[config.mk]
export PLATFORM = sky130hd
export DESIGN_NAME = dts_snoop_top
export DESIGN_NICKNAME = d
export VERILOG_FILES = /design/src/rtl/dts_pkg.sv /design/src/rtl/dts_cmd_decode.sv /design/src/rtl/dts_lat_select.sv /design/src/rtl/dts_read_pipe.sv /design/src/rtl/dts_window_fsm.sv /design/src/rtl/dts_snoop_top.sv
export SDC_FILE = /design/constraint.sdc
export NUM_CORES = 1
export LEC_CHECK = 0
export BUFFER_PORTS_ARGS = -buffer_cell sky130_fd_sc_hd__buf_4
export CAP_MARGIN = 20
export CORE_MARGIN = 1
export CORE_UTILIZATION = 40
export CTS_CLUSTER_DIAMETER = 120
export DETAILED_ROUTE_END_ITERATION = 16
export PLACE_DENSITY_LB_ADDON = 0.2
export SLEW_MARGIN = 30
export SYNTH_ARGS = -nofsm -noshare
export SYNTH_HDL_FRONTEND = slang
export SYNTH_SLANG_ARGS = --single-unit
[constraint.sdc]
create_clock -name clk -period 1.3 [get_ports clk]
set_input_delay 0.065 -clock clk [delete_from_list [all_inputs] [get_ports clk]]
set_output_delay 0.065 -clock clk [all_outputs]
set_load 0.02 [all_outputs]
[src/rtl/dts_pkg.sv]
`timescale 1ns/1ps
package dts_pkg;

    typedef enum logic {
        WIN_ON  = 1'b0,
        WIN_OFF = 1'b1
    } win_state_e;

    typedef struct packed {
        logic ras_n;
        logic cas_n;
        logic we_n;
    } bus_cmd_t;

    localparam bus_cmd_t BUS_RD = '{ras_n: 1'b1, cas_n: 1'b0, we_n: 1'b1};

endpackage

[src/rtl/dts_cmd_decode.sv]
`timescale 1ns/1ps
module dts_cmd_decode
    import dts_pkg::*;
(
    input  logic     clk,
    input  logic     rst_n,
    input  bus_cmd_t cmd,
    output logic     rd_seen
);
    logic rd_now;

    // Chip select plays no part: any read on the shared bus counts.
    always_comb begin
        rd_now = (cmd == BUS_RD);
    end

    always_ff @(posedge clk or negedge rst_n) begin
        if (!rst_n) rd_seen <= 1'b0;
        else        rd_seen <= rd_now;
    end
endmodule

[src/rtl/dts_lat_select.sv]
`timescale 1ns/1ps
module dts_lat_select #(
    parameter int MIN_CL = 4,
    parameter int MAX_CL = 12,
    parameter int CLW    = 4,
    parameter int TAPW   = 4
) (
    input  logic [CLW-1:0]  cas_lat,
    output logic [TAPW-1:0] tap_idx
);
    logic [CLW-1:0] cl_eff;

    always_comb begin
        if (cas_lat < CLW'(MIN_CL))      cl_eff = CLW'(MIN_CL);
        else if (cas_lat > CLW'(MAX_CL)) cl_eff = CLW'(MAX_CL);
        else                             cl_eff = cas_lat;
        // Decode register plus window register absorb two edges.
        tap_idx = TAPW'(cl_eff - CLW'(2));
    end
endmodule

[src/rtl/dts_read_pipe.sv]
`timescale 1ns/1ps
module dts_read_pipe #(
    parameter int DEPTH = 11,
    parameter int TAPW  = 4
) (
    input  logic            clk,
    input  logic            rst_n,
    input  logic            rd_seen,
    input  logic [TAPW-1:0] tap_idx,
    output logic            fire
);
    logic [DEPTH-1:0] taps;

    assign taps[0] = rd_seen;

    genvar g;
    generate
        for (g = 1; g < DEPTH; g++) begin : g_stage
            always_ff @(posedge clk or negedge rst_n) begin
                if (!rst_n) taps[g] <= 1'b0;
                else        taps[g] <= taps[g-1];
            end
        end
    endgenerate

    always_comb begin
        fire = taps[tap_idx];
    end
endmodule

[src/rtl/dts_window_fsm.sv]
`timescale 1ns/1ps
module dts_window_fsm
    import dts_pkg::*;
#(
    parameter int WIN_LEN = 4
) (
    input  logic clk,
    input  logic rst_n,
    input  logic fire,
    output logic term_on
);
    localparam int CW = (WIN_LEN > 2) ? $clog2(WIN_LEN) : 1;

    win_state_e     state_q, state_d;
    logic [CW-1:0]  hold_q, hold_d;

    always_comb begin
        state_d = state_q;
        hold_d  = hold_q;
        unique case (state_q)
            WIN_ON: begin
                if (fire) begin                 // ARM
                    state_d = WIN_OFF;
                    hold_d  = CW'(WIN_LEN - 1);
                end
            end
            WIN_OFF: begin
                if (fire) begin                 // EXTEND
                    hold_d = CW'(WIN_LEN - 1);
                end else if (hold_q == '0) begin // RELEASE
                    state_d = WIN_ON;
                end else begin                  // HOLD
                    hold_d = hold_q - CW'(1);
                end
            end
            default: state_d = WIN_ON;
        endcase
    end

    always_ff @(posedge clk or negedge rst_n) begin
        if (!rst_n) begin
            state_q <= WIN_ON;
            hold_q  <= '0;
        end else begin
            state_q <= state_d;
            hold_q  <= hold_d;
        end
    end

    always_comb begin
        unique case (state_q)
            WIN_ON:  term_on = 1'b1;
            WIN_OFF: term_on = 1'b0;
            default: term_on = 1'b1;
        endcase
    end
endmodule

[src/rtl/dts_snoop_top.sv]
`timescale 1ns/1ps
module dts_snoop_top
    import dts_pkg::*;
#(
    parameter int MIN_CL  = 4,
    parameter int MAX_CL  = 12,
    parameter int CLW     = 4,
    parameter int WIN_LEN = 4
) (
    input  logic           clk,
    input  logic           rst_n,
    input  logic           ras_n,
    input  logic           cas_n,
    input  logic           we_n,
    input  logic [CLW-1:0] cas_lat,
    output logic           dterm_en,
    output logic           caterm_en
);
    localparam int DEPTH = MAX_CL - 1;
    localparam int TAPW  = (DEPTH > 2) ? $clog2(DEPTH) : 1;

    bus_cmd_t        cmd;
    logic            rd_seen;
    logic [TAPW-1:0] tap_idx;
    logic            fire;
    logic            term_on;

    assign cmd = '{ras_n: ras_n, cas_n: cas_n, we_n: we_n};

    dts_cmd_decode u_dec (
        .clk     (clk),
        .rst_n   (rst_n),
        .cmd     (cmd),
        .rd_seen (rd_seen)
    );

    dts_lat_select #(
        .MIN_CL (MIN_CL),
        .MAX_CL (MAX_CL),
        .CLW    (CLW),
        .TAPW   (TAPW)
    ) u_lat (
        .cas_lat (cas_lat),
        .tap_idx (tap_idx)
    );

    dts_read_pipe #(
        .DEPTH (DEPTH),
        .TAPW  (TAPW)
    ) u_pipe (
        .clk     (clk),
        .rst_n   (rst_n),
        .rd_seen (rd_seen),
        .tap_idx (tap_idx),
        .fire    (fire)
    );

    dts_window_fsm #(
        .WIN_LEN (WIN_LEN)
    ) u_win (
        .clk     (clk),
        .rst_n   (rst_n),
        .fire    (fire),
        .term_on (term_on)
    );

    assign dterm_en  = term_on;
    assign caterm_en = 1'b1;
endmodule

==> results.md <==
- Setup Buffers After CTS: 0
- DIE HEIGHT: 41.8 um
- Critical Path RT: 1.45 ns
- Cell Rows: 13
- Setup violators final: 0
- Post-synthesis cell type count: 25
- Cells after DPL: 85
- Clk sink count: 14
- Congestion Overflow GR: 0
- H-tree levels: 1
- Register area share after synthesis: 0.553
- Largest net degree at the start of global routing: 15
- Total power: 1.18 mW
- CP cell instances: mux2_4 > nand3_2 > a311oi_2 > a41oi_2 > nand3_1
- P_leak: 0.413 nW
- Fin crit share: 0.973
- Clk buf depth: 2
- CP Capture Type: flip-flop
- Dominant cells by area after synthesis: dfrtp_1 (55%), ha_1 (4.0%), nand2_1 (3.6%)
- Min Clock Period, post-route: 1.26 ns
- Area fraction of the dominant cell type after synthesis: 0.553
- Hpwl dp: 796 um
- F_max: 791 MHz
- Total CTS buffers: 3
- CTS tree: built
- Clock skew: 0.00604 ns
- Final WL: 1.09 mm
- CTS root buf: clkbuf_4
- Final Core Density: 0.607
- R2r startpoint: u_dec.rd_seen
- Vias per inst: 4.97
- Flop2flop setup slack: 0.04 ns
- Number of global-route vias before repair: 467
- Final hold vios: 0
- Global-route wire length before repair: 1.98 mm
- Fill count: 113
- Gr usage total: 0.156
- Worst VDD drop: 664 uV
- Worst Path Class, Setup: flip-flop to flip-flop
- Antenna-violating nets left: 0
- Fraction of layout cells with a size suffix above 1: 0.351
- Syn. warnings: 0
- Post-synth net total: 68
- Unrepaired setup endpoints after global routing: true
- First-pass iteration count of the detailed router: 2
- Clk slew on worst S/H paths: 0.09 ns
- R2R cell count: 5
- CP startpoint kind: flip-flop
- Dominant cell type by area after synthesis: dfrtp_1
- Clock Latency Late Sink: 0.28 ns
- Routed wire per std cell: 11.8 um
- RePlAce Congestion: 0.673
- Layout area overhead: 32.6%
- Slowest Stage Delay on Critical Path: 0.39 ns
- Syn Std Cell Area: 633 um^2
- Final net count: 89
- Starting Density: 0.458
- Status: finished clean
- Crit path max fanout: 3
- Post-route insts no fill: 92
- Register area: 350 um^2
- Mean area per synthesized cell: 11.1 um^2
- Initial DRC Count: 3
- Number of antenna diodes: 0
- Final worst slack: 0.0357 ns
- Post-synthesis cell count: 57
- DP Area: 762 um^2
- Fin area: 840 um^2
- Dpl ws: -0.141 ns
- Yosys reg bits: 14
- HP Class: input port to async pin
- Area of the multi-input gates: 269 um^2
- Max-slew violations: 0
- Arrival time at the worst endpoint: 1.42 ns
- Initial antenna violation count: 0
- Max cap viols: 0
- Reg2Reg Capture Point: u_win.hold_q[1]
- CP max stage cell: dfrtp_1
- Die Width: 41.8 um
- Core box area: 1380 um^2
- Vias: 457
- Crit path buf inv count: 0
- Cell family with most CP delay: flip-flops
- DRC errors left: 0
- I/O pins: 11
- Port buffer count: 9
- Power Dens Cells: 1410 nW/um^2
- Die area: 1750 um^2
## what timing repair did
item	4_1_cts	5_1_grt
hold buffers	3	0
gates resized for setup	0	3
setup endpoints to repair	0	3
hold endpoints to repair	15	0
## worst max-delay path by stage
stage          slack (ns)  cells past startpoint      startpoint         endpoint
3_3_place_gp        -0.09                      8      cas_lat[2]  u_win.hold_q[1]
3_5_place_dp        -0.14                      8      cas_lat[2]  u_win.hold_q[1]
5_1_grt             -0.05                      5   u_dec.rd_seen  u_win.hold_q[0]
6_report             0.04                      5   u_dec.rd_seen  u_win.hold_q[1]
4_1_cts             0.002                      5  u_pipe.taps[1]  u_win.hold_q[1]
2_1_floorplan       0.002                      7      cas_lat[2]    u_win.state_q
## metrics by stage
| stage | TNS (ns) | hold slack [ns] |
|---|---|---|
| 3_5_place_dp | -0.363 | -0.0778 |
| 3_3_place_gp | -0.246 | -0.0791 |
| 5_1_grt | -0.112 | 0.177 |
| 6_report | 0 | 0.161 |
| 4_1_cts | 0 | 0.150 |
| 2_1_floorplan | 0 | -0.231 |
## sequential cells by signal, indices dropped and copies added, names as in the netlist
name           count
u_dec.rd_seen      1
u_pipe.taps       10
u_win.hold_q       2
u_win.state_q      1
## cell families after synthesis
| group | count (synthesis) | synth area share |
|---|---|---|
| AOI/OAI and AO/OA | 8 | 0.107 |
| DFF | 14 | 0.553 |
| other | 1 | 0.00592 |
| buffers and inverters | 7 | 0.0514 |
| muxes | 2 | 0.0336 |
| adders and majority gates | 2 | 0.0395 |
| and+or+nand+nor | 19 | 0.142 |
| xor gates and xnor gates | 4 | 0.0672 |
## routing by layer
metal,global-route usage,part of all wire,vias up
li1,-,-,230
met1,0.194,0.48,217
met2,0.238,0.48,8
met3,0.0435,0.035,2
met4,0.0968,0.0046,0
met5,0,0,-
## cell usage after synthesis
library cell,n
a21oi_1,1
a311oi_2,1
a31oi_1,2
a41oi_2,1
buf_2,1
buf_4,1
clkbuf_2,1
conb_1,1
dfrtp_1,14
ha_1,2
inv_1,4
mux2_2,1
mux2i_1,1
nand2_1,6
nand3_1,4
nand3b_1,1
nand4b_1,1
nor2_1,5
nor2b_1,2
o21ai_0,1
o21ai_1,1
o221ai_1,1
xnor2_1,2
xor2_1,1
xor2_2,1
## power by group
| group | switching (mW) | leakage [nW] | internal, mW | total [mW] |
|---|---|---|---|---|
| Combinational | 0.182 | 0.211 | 0.172 | 0.354 |
| Clock | 0.138 | 0.0210 | 0.170 | 0.308 |
| Sequential | 0.0262 | 0.181 | 0.496 | 0.522 |
## layout make-up
cell class	instances	area share
flip-flops and latches	14	0.417
clock buffers	4	0.0432
multi-input cells	36	0.320
inverters	4	0.0179
well taps	15	0.0224
repair buffers	19	0.179
## cells in the final DEF (no fill, tap or decap), types with 2 or more instances in the layout
cell	netlist	final
dlygate4sd3_1	0	3
buf_4	1	16
inv_1	4	4
ha_1	2	2
nand2_1	6	6
xor2_2	1	2
xnor2_1	2	2
dfrtp_1	14	14
nor2_1	5	4
nor2b_1	2	2
nand3_1	4	3
a31oi_1	2	2
clkbuf_4	0	3
(Power assumes the default switching activity.)
